## src/rtl/pbus_pkg.sv

```systemverilog
package pbus_pkg;
  localparam logic [1:0] OP_LOAD  = 2'b00;
  localparam logic [1:0] OP_STORE = 2'b01;

  typedef enum logic [1:0] {
    SQ_IDLE   = 2'd0,
    SQ_SETUP  = 2'd1,
    SQ_ACCESS = 2'd2
  } seq_state_e;
endpackage

```

## src/rtl/pbus_clkdiv.sv

```systemverilog
module pbus_clkdiv #(
  parameter int DIV = 4
) (
  input  logic clk_i,
  input  logic rst_ni,
  output logic pce_o
);
  localparam int CW = (DIV > 1) ? $clog2(DIV) : 1;
  localparam logic [CW-1:0] LAST = CW'(DIV - 1);

  logic [CW-1:0] cnt_q;

  always_ff @(posedge clk_i or negedge rst_ni) begin
    if (!rst_ni)            cnt_q <= '0;
    else if (cnt_q == LAST) cnt_q <= '0;
    else                    cnt_q <= cnt_q + 1'b1;
  end

  assign pce_o = (cnt_q == LAST);
endmodule

```

## src/rtl/pbus_wbuf.sv

```systemverilog
module pbus_wbuf #(
  parameter int AW = 12,
  parameter int DW = 32
) (
  input  logic          clk_i,
  input  logic          rst_ni,
  input  logic          push_i,
  input  logic [AW-1:0] addr_i,
  input  logic [DW-1:0] data_i,
  input  logic          pop_i,
  output logic          valid_o,
  output logic [AW-1:0] addr_o,
  output logic [DW-1:0] data_o
);
  logic          valid_q;
  logic [AW-1:0] addr_q;
  logic [DW-1:0] data_q;

  always_ff @(posedge clk_i or negedge rst_ni) begin
    if (!rst_ni) begin
      valid_q <= 1'b0;
      addr_q  <= '0;
      data_q  <= '0;
    end else begin
      if (push_i) begin
        valid_q <= 1'b1;
        addr_q  <= addr_i;
        data_q  <= data_i;
      end else if (pop_i) begin
        valid_q <= 1'b0;
      end
    end
  end

  assign valid_o = valid_q;
  assign addr_o  = addr_q;
  assign data_o  = data_q;
endmodule

```

## src/rtl/pbus_seq.sv

```systemverilog
module pbus_seq
  import pbus_pkg::*;
#(
  parameter int AW = 12,
  parameter int DW = 32
) (
  input  logic          clk_i,
  input  logic          rst_ni,
  input  logic          pce_i,
  input  logic          wr_pend_i,
  input  logic [AW-1:0] wr_addr_i,
  input  logic [DW-1:0] wr_data_i,
  input  logic          rd_pend_i,
  input  logic [AW-1:0] rd_addr_i,
  input  logic          pready_i,
  input  logic [DW-1:0] prdata_i,
  output logic          psel_o,
  output logic          penable_o,
  output logic          pwrite_o,
  output logic [AW-1:0] paddr_o,
  output logic [DW-1:0] pwdata_o,
  output logic          wr_done_o,
  output logic          rd_done_o,
  output logic [DW-1:0] rdata_o
);
  seq_state_e    state_q;
  logic          write_q;
  logic [AW-1:0] addr_q;
  logic [DW-1:0] wdata_q;
  logic [DW-1:0] rdata_q;
  logic          done;

  assign done = pce_i && (state_q == SQ_ACCESS) && pready_i;

  always_ff @(posedge clk_i or negedge rst_ni) begin
    if (!rst_ni) begin
      state_q <= SQ_IDLE;
      write_q <= 1'b0;
      addr_q  <= '0;
      wdata_q <= '0;
      rdata_q <= '0;
    end else if (pce_i) begin
      unique case (state_q)
        SQ_IDLE: begin
          // buffered write first keeps loads in program order
          if (wr_pend_i) begin
            state_q <= SQ_SETUP;
            write_q <= 1'b1;
            addr_q  <= wr_addr_i;
            wdata_q <= wr_data_i;
          end else if (rd_pend_i) begin
            state_q <= SQ_SETUP;
            write_q <= 1'b0;
            addr_q  <= rd_addr_i;
          end
        end
        SQ_SETUP: state_q <= SQ_ACCESS;
        SQ_ACCESS: begin
          if (pready_i) begin
            state_q <= SQ_IDLE;
            if (!write_q) rdata_q <= prdata_i;
          end
        end
        default: state_q <= SQ_IDLE;
      endcase
    end
  end

  assign psel_o    = (state_q != SQ_IDLE);
  assign penable_o = (state_q == SQ_ACCESS);
  assign pwrite_o  = write_q;
  assign paddr_o   = addr_q;
  assign pwdata_o  = wdata_q;
  assign wr_done_o = done && write_q;
  assign rd_done_o = done && !write_q;
  assign rdata_o   = rdata_q;
endmodule

```

## src/rtl/pbus_bridge.sv

```systemverilog
module pbus_bridge
  import pbus_pkg::*;
#(
  parameter int AW  = 12,
  parameter int DW  = 32,
  parameter int DIV = 4
) (
  input  logic          clk_i,
  input  logic          rst_ni,
  input  logic          cpu_req_i,
  input  logic [1:0]    cpu_op_i,
  input  logic [AW-1:0] cpu_addr_i,
  input  logic [DW-1:0] cpu_wdata_i,
  output logic          cpu_stall_o,
  output logic          cpu_rvalid_o,
  output logic [DW-1:0] cpu_rdata_o,
  output logic          pclk_en_o,
  output logic          psel_o,
  output logic          penable_o,
  output logic          pwrite_o,
  output logic [AW-1:0] paddr_o,
  output logic [DW-1:0] pwdata_o,
  input  logic [DW-1:0] prdata_i,
  input  logic          pready_i
);
  logic          pce;
  logic          is_load, is_store, is_bar;
  logic          wbuf_valid;
  logic [AW-1:0] wbuf_addr;
  logic [DW-1:0] wbuf_data;
  logic          st_acc, rd_pend;
  logic          wr_done, rd_done;
  logic          rd_ret_q;

  assign is_load  = cpu_req_i && (cpu_op_i == OP_LOAD);
  assign is_store = cpu_req_i && (cpu_op_i == OP_STORE);
  assign is_bar   = cpu_req_i && cpu_op_i[1];

  assign st_acc  = is_store && !wbuf_valid;
  assign rd_pend = is_load && !rd_ret_q;

  pbus_clkdiv #(.DIV(DIV)) u_div (
    .clk_i  (clk_i),
    .rst_ni (rst_ni),
    .pce_o  (pce)
  );

  pbus_wbuf #(.AW(AW), .DW(DW)) u_wbuf (
    .clk_i   (clk_i),
    .rst_ni  (rst_ni),
    .push_i  (st_acc),
    .addr_i  (cpu_addr_i),
    .data_i  (cpu_wdata_i),
    .pop_i   (wr_done),
    .valid_o (wbuf_valid),
    .addr_o  (wbuf_addr),
    .data_o  (wbuf_data)
  );

  pbus_seq #(.AW(AW), .DW(DW)) u_seq (
    .clk_i     (clk_i),
    .rst_ni    (rst_ni),
    .pce_i     (pce),
    .wr_pend_i (wbuf_valid),
    .wr_addr_i (wbuf_addr),
    .wr_data_i (wbuf_data),
    .rd_pend_i (rd_pend),
    .rd_addr_i (cpu_addr_i),
    .pready_i  (pready_i),
    .prdata_i  (prdata_i),
    .psel_o    (psel_o),
    .penable_o (penable_o),
    .pwrite_o  (pwrite_o),
    .paddr_o   (paddr_o),
    .pwdata_o  (pwdata_o),
    .wr_done_o (wr_done),
    .rd_done_o (rd_done),
    .rdata_o   (cpu_rdata_o)
  );

  always_ff @(posedge clk_i or negedge rst_ni) begin
    if (!rst_ni) rd_ret_q <= 1'b0;
    else         rd_ret_q <= rd_done;
  end

  assign cpu_rvalid_o = rd_ret_q;
  assign cpu_stall_o  = (is_store && wbuf_valid) ||
                        (is_load && !rd_ret_q) ||
                        (is_bar && wbuf_valid);
  assign pclk_en_o    = pce;
endmodule

```

## config.mk

```make
export PLATFORM = sky130hd
export DESIGN_NAME = pbus_bridge
export DESIGN_NICKNAME = d
export VERILOG_FILES = /design/src/rtl/pbus_pkg.sv /design/src/rtl/pbus_clkdiv.sv /design/src/rtl/pbus_wbuf.sv /design/src/rtl/pbus_seq.sv /design/src/rtl/pbus_bridge.sv
export SDC_FILE = /design/constraint.sdc
export NUM_CORES = 1
export LEC_CHECK = 0
export ABC_CLOCK_PERIOD_IN_PS = 2100
export CAP_MARGIN = 10
export CORE_MARGIN = 2
export CORE_UTILIZATION = 47
export CTS_CLUSTER_DIAMETER = 200
export CTS_CLUSTER_SIZE = 14
export DETAILED_ROUTE_END_ITERATION = 8
export PLACE_DENSITY = 0.82
export SYNTH_ARGS = -nofsm -noshare
export SYNTH_HDL_FRONTEND = slang
export SYNTH_SLANG_ARGS = --single-unit
```

## constraint.sdc

```tcl
create_clock -name clk_i -period 2.1 [get_ports clk_i]
set_input_delay 0.42 -clock clk_i [delete_from_list [all_inputs] [get_ports clk_i]]
set_output_delay 0.42 -clock clk_i [all_outputs]
set_load 0.02 [all_outputs]
```

==> summary.txt, run 1 <==
STA
  • Normalized max-slew margin: 0.696
  • Final min period: 2.02 ns
  • Part of the cycle the worst path needs: 0.963
  • Fmax: 0.494 GHz
  • Final hold vios: 0
  • Slew @ Worst Pin: 0.456 ns
  • Clock Skew: 0.00732 ns
  • RSZ-0062 raised after global routing: no
  • Pins over their slew limit: 0
  • TNS Setup: 0 ns
  • # setup viols final: 0

Drt
  • Wire per inst: 18.9 µm
  • DR vias: 3451
  • Pre-antenna DRT Iters: 4
  • DRC Markers: 0
  • DRT iter0 DRCs: 147
  • Detail Route Antenna Nets: 0
  • Total wire length: 12500 µm
  • Vias per cell: 5.21

Power and ir drop
  • Net switching power: 0.00351 W
  • Overall Power: 0.0111 W
  • Leak: 3.36 nW
  • Combinational share of power: 0.358
  • Sequential share of power: 0.379
  • Clock power frac: 0.262
  • P_int: 0.00760 W
  • Pwr per Cell Area: 1430 nW/µm²
  • Sw Share: 0.316
  • Peak VDD IR: 0.724 mV

Synthesis
  • Yosys warns: 0
  • Post-synthesis net count: 409
  • Ys async rst share: 1.00
  • Post-Syn Area: 5240 µm²
  • Netlist cell types: 29
  • Post-synth top area share: 0.606
  • Number of synthesized register bits: 127
  • Most frequent cell after synthesis: dfrtp_1
  • Post-synth EDFFs: 0
  • Largest area contributor in the synthesized netlist: dfrtp_1
  • Cells after Synth: 326
  • Avg Cell Area, Syn: 16.1 µm²
  • Ranking of synthesized cells by area: dfrtp_1 61%, mux2_1 17%, mux2_4 8.3%, mux2i_1 2.5%, or4b_1 2.3%
  • Ys flop type: dfrtp_1
  • Synth cell count leaders: 127 x dfrtp_1, 79 x mux2_1, 29 x mux2_4
  • Sequential share of the synthesized area: 0.606

Clock network
  • CTS HTree Levels: 4
  • Worst-case clock buffer depth: 2
  • Clock Pin Slew Worst Setup and Hold Paths: 0.06 ns
  • Root Buffer: clkbuf_8
  • CTS tree: yes
  • Clk Latency, worst-skew pair: 0.50 ns
  • CTS Buf Count: 17
  • Clock Sinks: 127

Setup path
  • CP Class: flop to output pin
  • Worst-path fanout max: 8
  • CP Capture Type: output pin
  • Req. time, crit path: 1.68 ns
  • Arrival time worst endpoint: 1.60 ns
  • Critical Path Start Type: flop

Finish
  • Fillers: 718
  • Nets: 592
  • Area Growth Syn to Fin: 47.9%
  • Final core occ: 0.715
  • Antenna fix cells: 0
  • Fraction of layout cells with a size suffix above 1: 0.174

Floorplan
  • Die H: 110 µm
  • Initial core utilization: 0.483
  • Die area: 12000 µm²
  • Num ports: 164
  • Horiz. Die Dim: 110 µm
  • Row cnt: 38
  • Core Region: 10800 µm²

Status
  • Outcome: finished, final reports clean

Min path
  • Hold/Removal Path Class: input pin to asynchronous set/reset pin

Placed design
  • IO Port Bufs: 163
  • Placer Congestion: 0.756
  • DPL Wire Length: 8870 µm

Global routing
  • Wire length of the first global-routing pass: 19100 µm
  • Grt total ovfl: 0
  • Vias in the first global route: 3734
  • Largest net degree at the start of global routing: 41
  • Initial antenna violation count: 0
  • GRT Util Overall: 0.215

Run
  • Max Cap Viol: 0
power by group through the flow:
stage	Sequential [W]	Combinational [W]	Clock [W]
after floorplan	0.00493	0.00118	0
after global placement	0.00417	0.00387	0
after detailed placement	0.00427	0.00398	0
after CTS	0.00422	0.00402	0.00299
after global routing	0.00435	0.00423	0.00312
final	0.00421	0.00398	0.00291
area by class of cell:
| class | instances | area [µm²] | share of cell area |
|---|---|---|---|
| clock buffer | 19 | 442 | 0.0570 |
| multi-input combinational | 177 | 1910 | 0.246 |
| sequential | 127 | 3180 | 0.410 |
| clock inverter | 13 | 161 | 0.0208 |
| inverter | 1 | 3.75 | 0.000484 |
| tap | 140 | 175 | 0.0226 |
| timing repair buffer | 185 | 1880 | 0.243 |
routing by layer:
layer / global-route usage / wire length, µm
met1: 0.256 / 5030
met2: 0.360 / 6210
met5: 0 / 0
met3: 0.0688 / 1030
met4: 0.0913 / 253
worst max-delay path, cell delays in order, from the launching register on:
cell           delay (ns)
dfrtp_1              0.49
or2_1                0.29
dlygate4sd2_1        0.32
per-stage QoR:
stage,hold slack [ns],setup slack (ns),cells,cell area [µm²]
floorplan,0.124,0.391,326,5240
global placement,0.402,-0.154,628,7130
detailed placement,0.402,-0.101,628,7130
CTS,0.408,0.0531,662,7750
global route,0.433,0.00948,662,7750
finish,0.427,0.0774,662,7750
sequential cells by signal, indices dropped and copies added, names as in the netlist:
| register | count |
|---|---|
| cpu_rvalid_o | 1 |
| u_seq.state_q | 2 |
| u_div.cnt_q | 2 |
| u_seq.pwrite_o | 1 |
| u_wbuf.valid_o | 1 |
| u_wbuf.addr_o | 12 |
| u_seq.pwdata_o | 32 |
| u_seq.paddr_o | 12 |
| u_wbuf.data_o | 32 |
| u_seq.rdata_o | 32 |
final timing paths:
path                                  start           endpoint  slack (ns)  depth (start not counted)
setup / recovery           u_seq.state_q[0]             psel_o        0.08                          2
setup reg to reg           u_seq.state_q[1]  u_seq.pwdata_o[0]        0.19                          4
min in group clk_i           u_div.cnt_q[0]     u_div.cnt_q[0]        0.44                          1
hold / removal                       rst_ni  u_wbuf.data_o[18]        0.43                          2
hold reg to reg              u_div.cnt_q[0]     u_div.cnt_q[0]        0.44                          1
max in group asynchronous            rst_ni  u_seq.rdata_o[26]        1.06                          3
what timing repair did:
action	CTS	global route
setup buffers	1	0
hold endpoints to repair	31	0
gates resized for setup	6	0
hold buffers	1	0
endpoints found under the setup margin	4	0
cells by family (layout without fill, tap and decap cells):
family,Yosys count,count (layout),share of synthesized area
AND/OR/NAND/NOR,25,25,0.0449
buffers and inverters,22,218,0.0341
adder cells (fa/ha/maj),1,1,0.00239
multiplexers,121,121,0.278
flip-flops,127,127,0.606
AO/OA/AOI/OAI,30,30,0.0344
cell usage in the layout, fill, tap and decap left out, drive strengths merged:
master	instances
o21ai	2
clkbuf	19
buf	22
dlygate4sd2	4
mux2i	13
ha	1
nor2	2
inv	3
o22ai	12
nand4bb	1
bufinv	3
dfrtp	127
nor4b	1
nor4bb	1
o211a	1
nand4	1
dlygate4sd3	1
mux2	108
and4b	1
or2	1
or4b	12
a21o	1
a21oi	12
clkinvlp	4
clkinv	4
nand2	2
a22o	2
nor3b	1
clkdlybuf4s50	158
nor2b	2
Power figures use the tool's default switching activity.
==> run 2, diff against run 1 <==
--- a/config.mk
+++ b/config.mk
@@ -8,11 +8,12 @@
 export ABC_CLOCK_PERIOD_IN_PS = 2100
 export CAP_MARGIN = 10
 export CORE_MARGIN = 2
-export CORE_UTILIZATION = 47
+export CORE_UTILIZATION = 35
 export CTS_CLUSTER_DIAMETER = 200
 export CTS_CLUSTER_SIZE = 14
 export DETAILED_ROUTE_END_ITERATION = 8
-export PLACE_DENSITY = 0.82
+export GPL_TIMING_DRIVEN = 0
+export PLACE_DENSITY = 0.64
 export SYNTH_ARGS = -nofsm -noshare
 export SYNTH_HDL_FRONTEND = slang
 export SYNTH_SLANG_ARGS = --single-unit
==> summary.txt, run 2 (synthesized netlist as in run 1, its figures left out) <==
Status
  • Outcome: finished, final reports clean (unchanged)

Placed design
  • Placer Congestion: 0.703 (was 0.756)
  • IO Port Bufs: 163 (unchanged)
  • Placed cell count: 674 (was 628)
  • DPL Wire Length: 8670 µm (was 8870 µm)
  • DP Area: 7130 µm² (about the same)

Setup path
  • Worst-path fanout max: 10 (was 8)
  • Reg-to-reg endpoint: u_seq.paddr_o[3] (was u_seq.pwdata_o[0])
  • R2r startpoint: u_div.cnt_q[0] (was u_seq.state_q[1])
  • Critical Path Start Type: flop (unchanged)
  • Arrival time worst endpoint: 1.61 ns (was 1.60 ns)
  • CP Class: flop to output pin (unchanged)
  • Crit path cell chain: buf_2, or2_1, dlygate4sd2_1 (was or2_1, dlygate4sd2_1)
  • Slowest CP cell: dfrtp_2 (was dfrtp_1)
  • CP peak stage delay: 0.47 ns (was 0.49 ns)
  • Flop2flop setup slack: 0.15 ns (was 0.19 ns)
  • CP Capture Type: output pin (unchanged)
  • Req. time, crit path: 1.68 ns (about the same)
  • Worst R2R Path Depth: 6 (was 4)

Global routing
  • Grt total ovfl: 0 (unchanged)
  • Largest net degree at the start of global routing: 68 (was 41)
  • Vias in the first global route: 3731 (was 3734)
  • GRT Util Overall: 0.159 (was 0.215)
  • Initial antenna violation count: 0 (unchanged)
  • Wire length of the first global-routing pass: 19700 µm (was 19100 µm)

Floorplan
  • Die H: 126 µm (was 110 µm)
  • Initial core utilization: 0.359 (was 0.483)
  • Core Region: 14600 µm² (was 10800 µm²)
  • Horiz. Die Dim: 126 µm (was 110 µm)
  • Num ports: 164 (unchanged)
  • Die area: 16000 µm² (was 12000 µm²)
  • Row cnt: 44 (was 38)

Drt
  • DRT iter0 DRCs: 136 (was 147)
  • DRC Markers: 0 (unchanged)
  • M1 WL: 4990 µm (was 5030 µm)
  • Detail Route Antenna Nets: 0 (unchanged)
  • WL met3: 686 µm (was 1030 µm)
  • Vias per cell: 4.80 (was 5.21)
  • Pre-antenna DRT Iters: 4 (unchanged)
  • Total wire length: 12200 µm (was 12500 µm)
  • Wire per inst: 17.2 µm (was 18.9 µm)
  • DR vias: 3399 (was 3451)
  • Top routing layer used: met4 (unchanged)
  • Met2 WL: 6290 µm (was 6210 µm)

STA
  • Fmax: 0.493 GHz (was 0.494 GHz)
  • Worst hold margin: 0.435 ns (was 0.427 ns)
  • Slew @ Worst Pin: 0.590 ns (was 0.456 ns)
  • Final hold vios: 0 (unchanged)
  • RSZ-0062 raised after global routing: no (unchanged)
  • # setup viols final: 0 (unchanged)
  • Normalized max-slew margin: 0.606 (was 0.696)
  • Part of the cycle the worst path needs: 0.966 (was 0.963)
  • Pins over their slew limit: 0 (unchanged)
  • Clock Skew: 0.00707 ns (was 0.00732 ns)
  • Final min period: 2.03 ns (was 2.02 ns)

Clock network
  • Clk Latency, worst-skew pair: 0.41 ns (was 0.50 ns)
  • CTS tree: yes (unchanged)
  • CTS Buf Count: 17 (unchanged)
  • Root Buffer: clkbuf_16 (was clkbuf_8)
  • Worst-case clock buffer depth: 2 (unchanged)
  • CTS HTree Levels: 4 (unchanged)
  • Clock Sinks: 127 (unchanged)
  • Clock Pin Slew Worst Setup and Hold Paths: 0.05 ns (was 0.06 ns)

Min path
  • Hold/Removal Path Class: flop to flop (was input pin to asynchronous set/reset pin)
  • Hold Crit Depth: 1
  • Hold EP: u_div.cnt_q[0]
  • Hold path start: u_div.cnt_q[0]

Finish
  • Final Non-Filler Cells: 708 (was 662)
  • Commonest cells after routing, fill and taps aside: 159 x clkdlybuf4s50_1, 125 x dfrtp_1, 79 x mux2_1 (was 158 x clkdlybuf4s50_1, 126 x dfrtp_1, 79 x mux2_1)
  • Nets: 594 (was 592)
  • Fillers: 1199 (was 718)
  • Final core occ: 0.534 (was 0.715)
  • Fraction of layout cells with a size suffix above 1: 0.162 (was 0.174)
  • Area Growth Syn to Fin: 48.8% (was 47.9%)
  • Post-route cell area: 7790 µm² (was 7750 µm²)
  • Leading cell type in the layout, fill and taps excluded: clkdlybuf4s50_1 (unchanged)
  • Antenna fix cells: 0 (unchanged)

Run
  • Max Cap Viol: 0 (unchanged)

Power and ir drop
  • P_int: 0.00785 W (was 0.00760 W)
  • Leak: 3.36 nW (about the same)
  • Pwr per Cell Area: 1450 nW/µm² (was 1430 nW/µm²)
  • Sequential share of power: 0.371 (was 0.379)
  • Net switching power: 0.00342 W (was 0.00351 W)
  • Peak VDD IR: 0.844 mV (was 0.724 mV)
  • Clock power frac: 0.284 (was 0.262)
  • Combinational share of power: 0.344 (was 0.358)
  • Sw Share: 0.304 (was 0.316)
==> run 2: worst max-delay path by stage <==
stage	end	from	depth (start not counted)
floorplan	u_seq.rdata_o[0]	u_div.cnt_q[0]	6
global placement	u_seq.pwdata_o[18]	rst_ni	1
detailed placement	cpu_stall_o	cpu_op_i[0]	5
CTS	psel_o	u_seq.state_q[0]	3
global route	u_seq.paddr_o[5]	u_div.cnt_q[0]	6
finish	psel_o	u_seq.state_q[1]	3
==> run 2: area by class of cell <==
type | instances | area (µm²) | share of cell area
Tap cell | 184 | 230 | 0.0295
Timing Repair Buffer | 166 | 1670 | 0.215
Inverter | 1 | 3.75 | 0.000482
Clock inverter | 11 | 186 | 0.0239
Buffer | 21 | 176 | 0.0226
Clock buffer | 21 | 460 | 0.0591
Sequential cell | 127 | 3180 | 0.408
Multi-Input combinational cell | 177 | 1880 | 0.242
==> run 2: critical path, delay by kind of cell (launching register included) <==
kind / cells / cell delay, ns
DFF: 1 / 0.47
and+or+nand+nor: 1 / 0.21
buffers and inverters: 2 / 0.52
==> run 2: metal layers <==
metal	vias to the layer above	GRT usage
li1	1566	-
met1	1728	0.192
met2	88	0.265
met3	17	0.0523
met4	0	0.0627
met5	-	0
==> run 2: power by group through the flow <==
stage	combinational [W]	clock, W	sequential, W
5_1_grt	0.00413	0.00341	0.00435
2_1_floorplan	0.00118	0	0.00493
6_report	0.00388	0.00321	0.00418
3_3_place_gp	0.00383	0	0.00419
3_5_place_dp	0.00390	0	0.00424
4_1_cts	0.00391	0.00329	0.00422
==> run 2: repair_timing <==
action                                  4_1_cts  5_1_grt
gates cloned                                  0        0
setup buffers                                 0        1
resized for setup                             6        1
endpoints found under the setup margin        3        1
endpoints found under the hold margin         6        0
hold buffers                                  1        0
==> run 2: through the flow <==
step / power, W / setup slack [ns] / setup TNS [ns]
after global placement: 0.00802 / -4.27 / -545.63
after floorplan: 0.00612 / 0.391 / 0
after global routing: 0.0119 / 0.000248 / 0
after detailed placement: 0.00814 / -0.174 / -5.16
after CTS: 0.0114 / 0.00603 / 0
final: 0.0113 / 0.0719 / 0
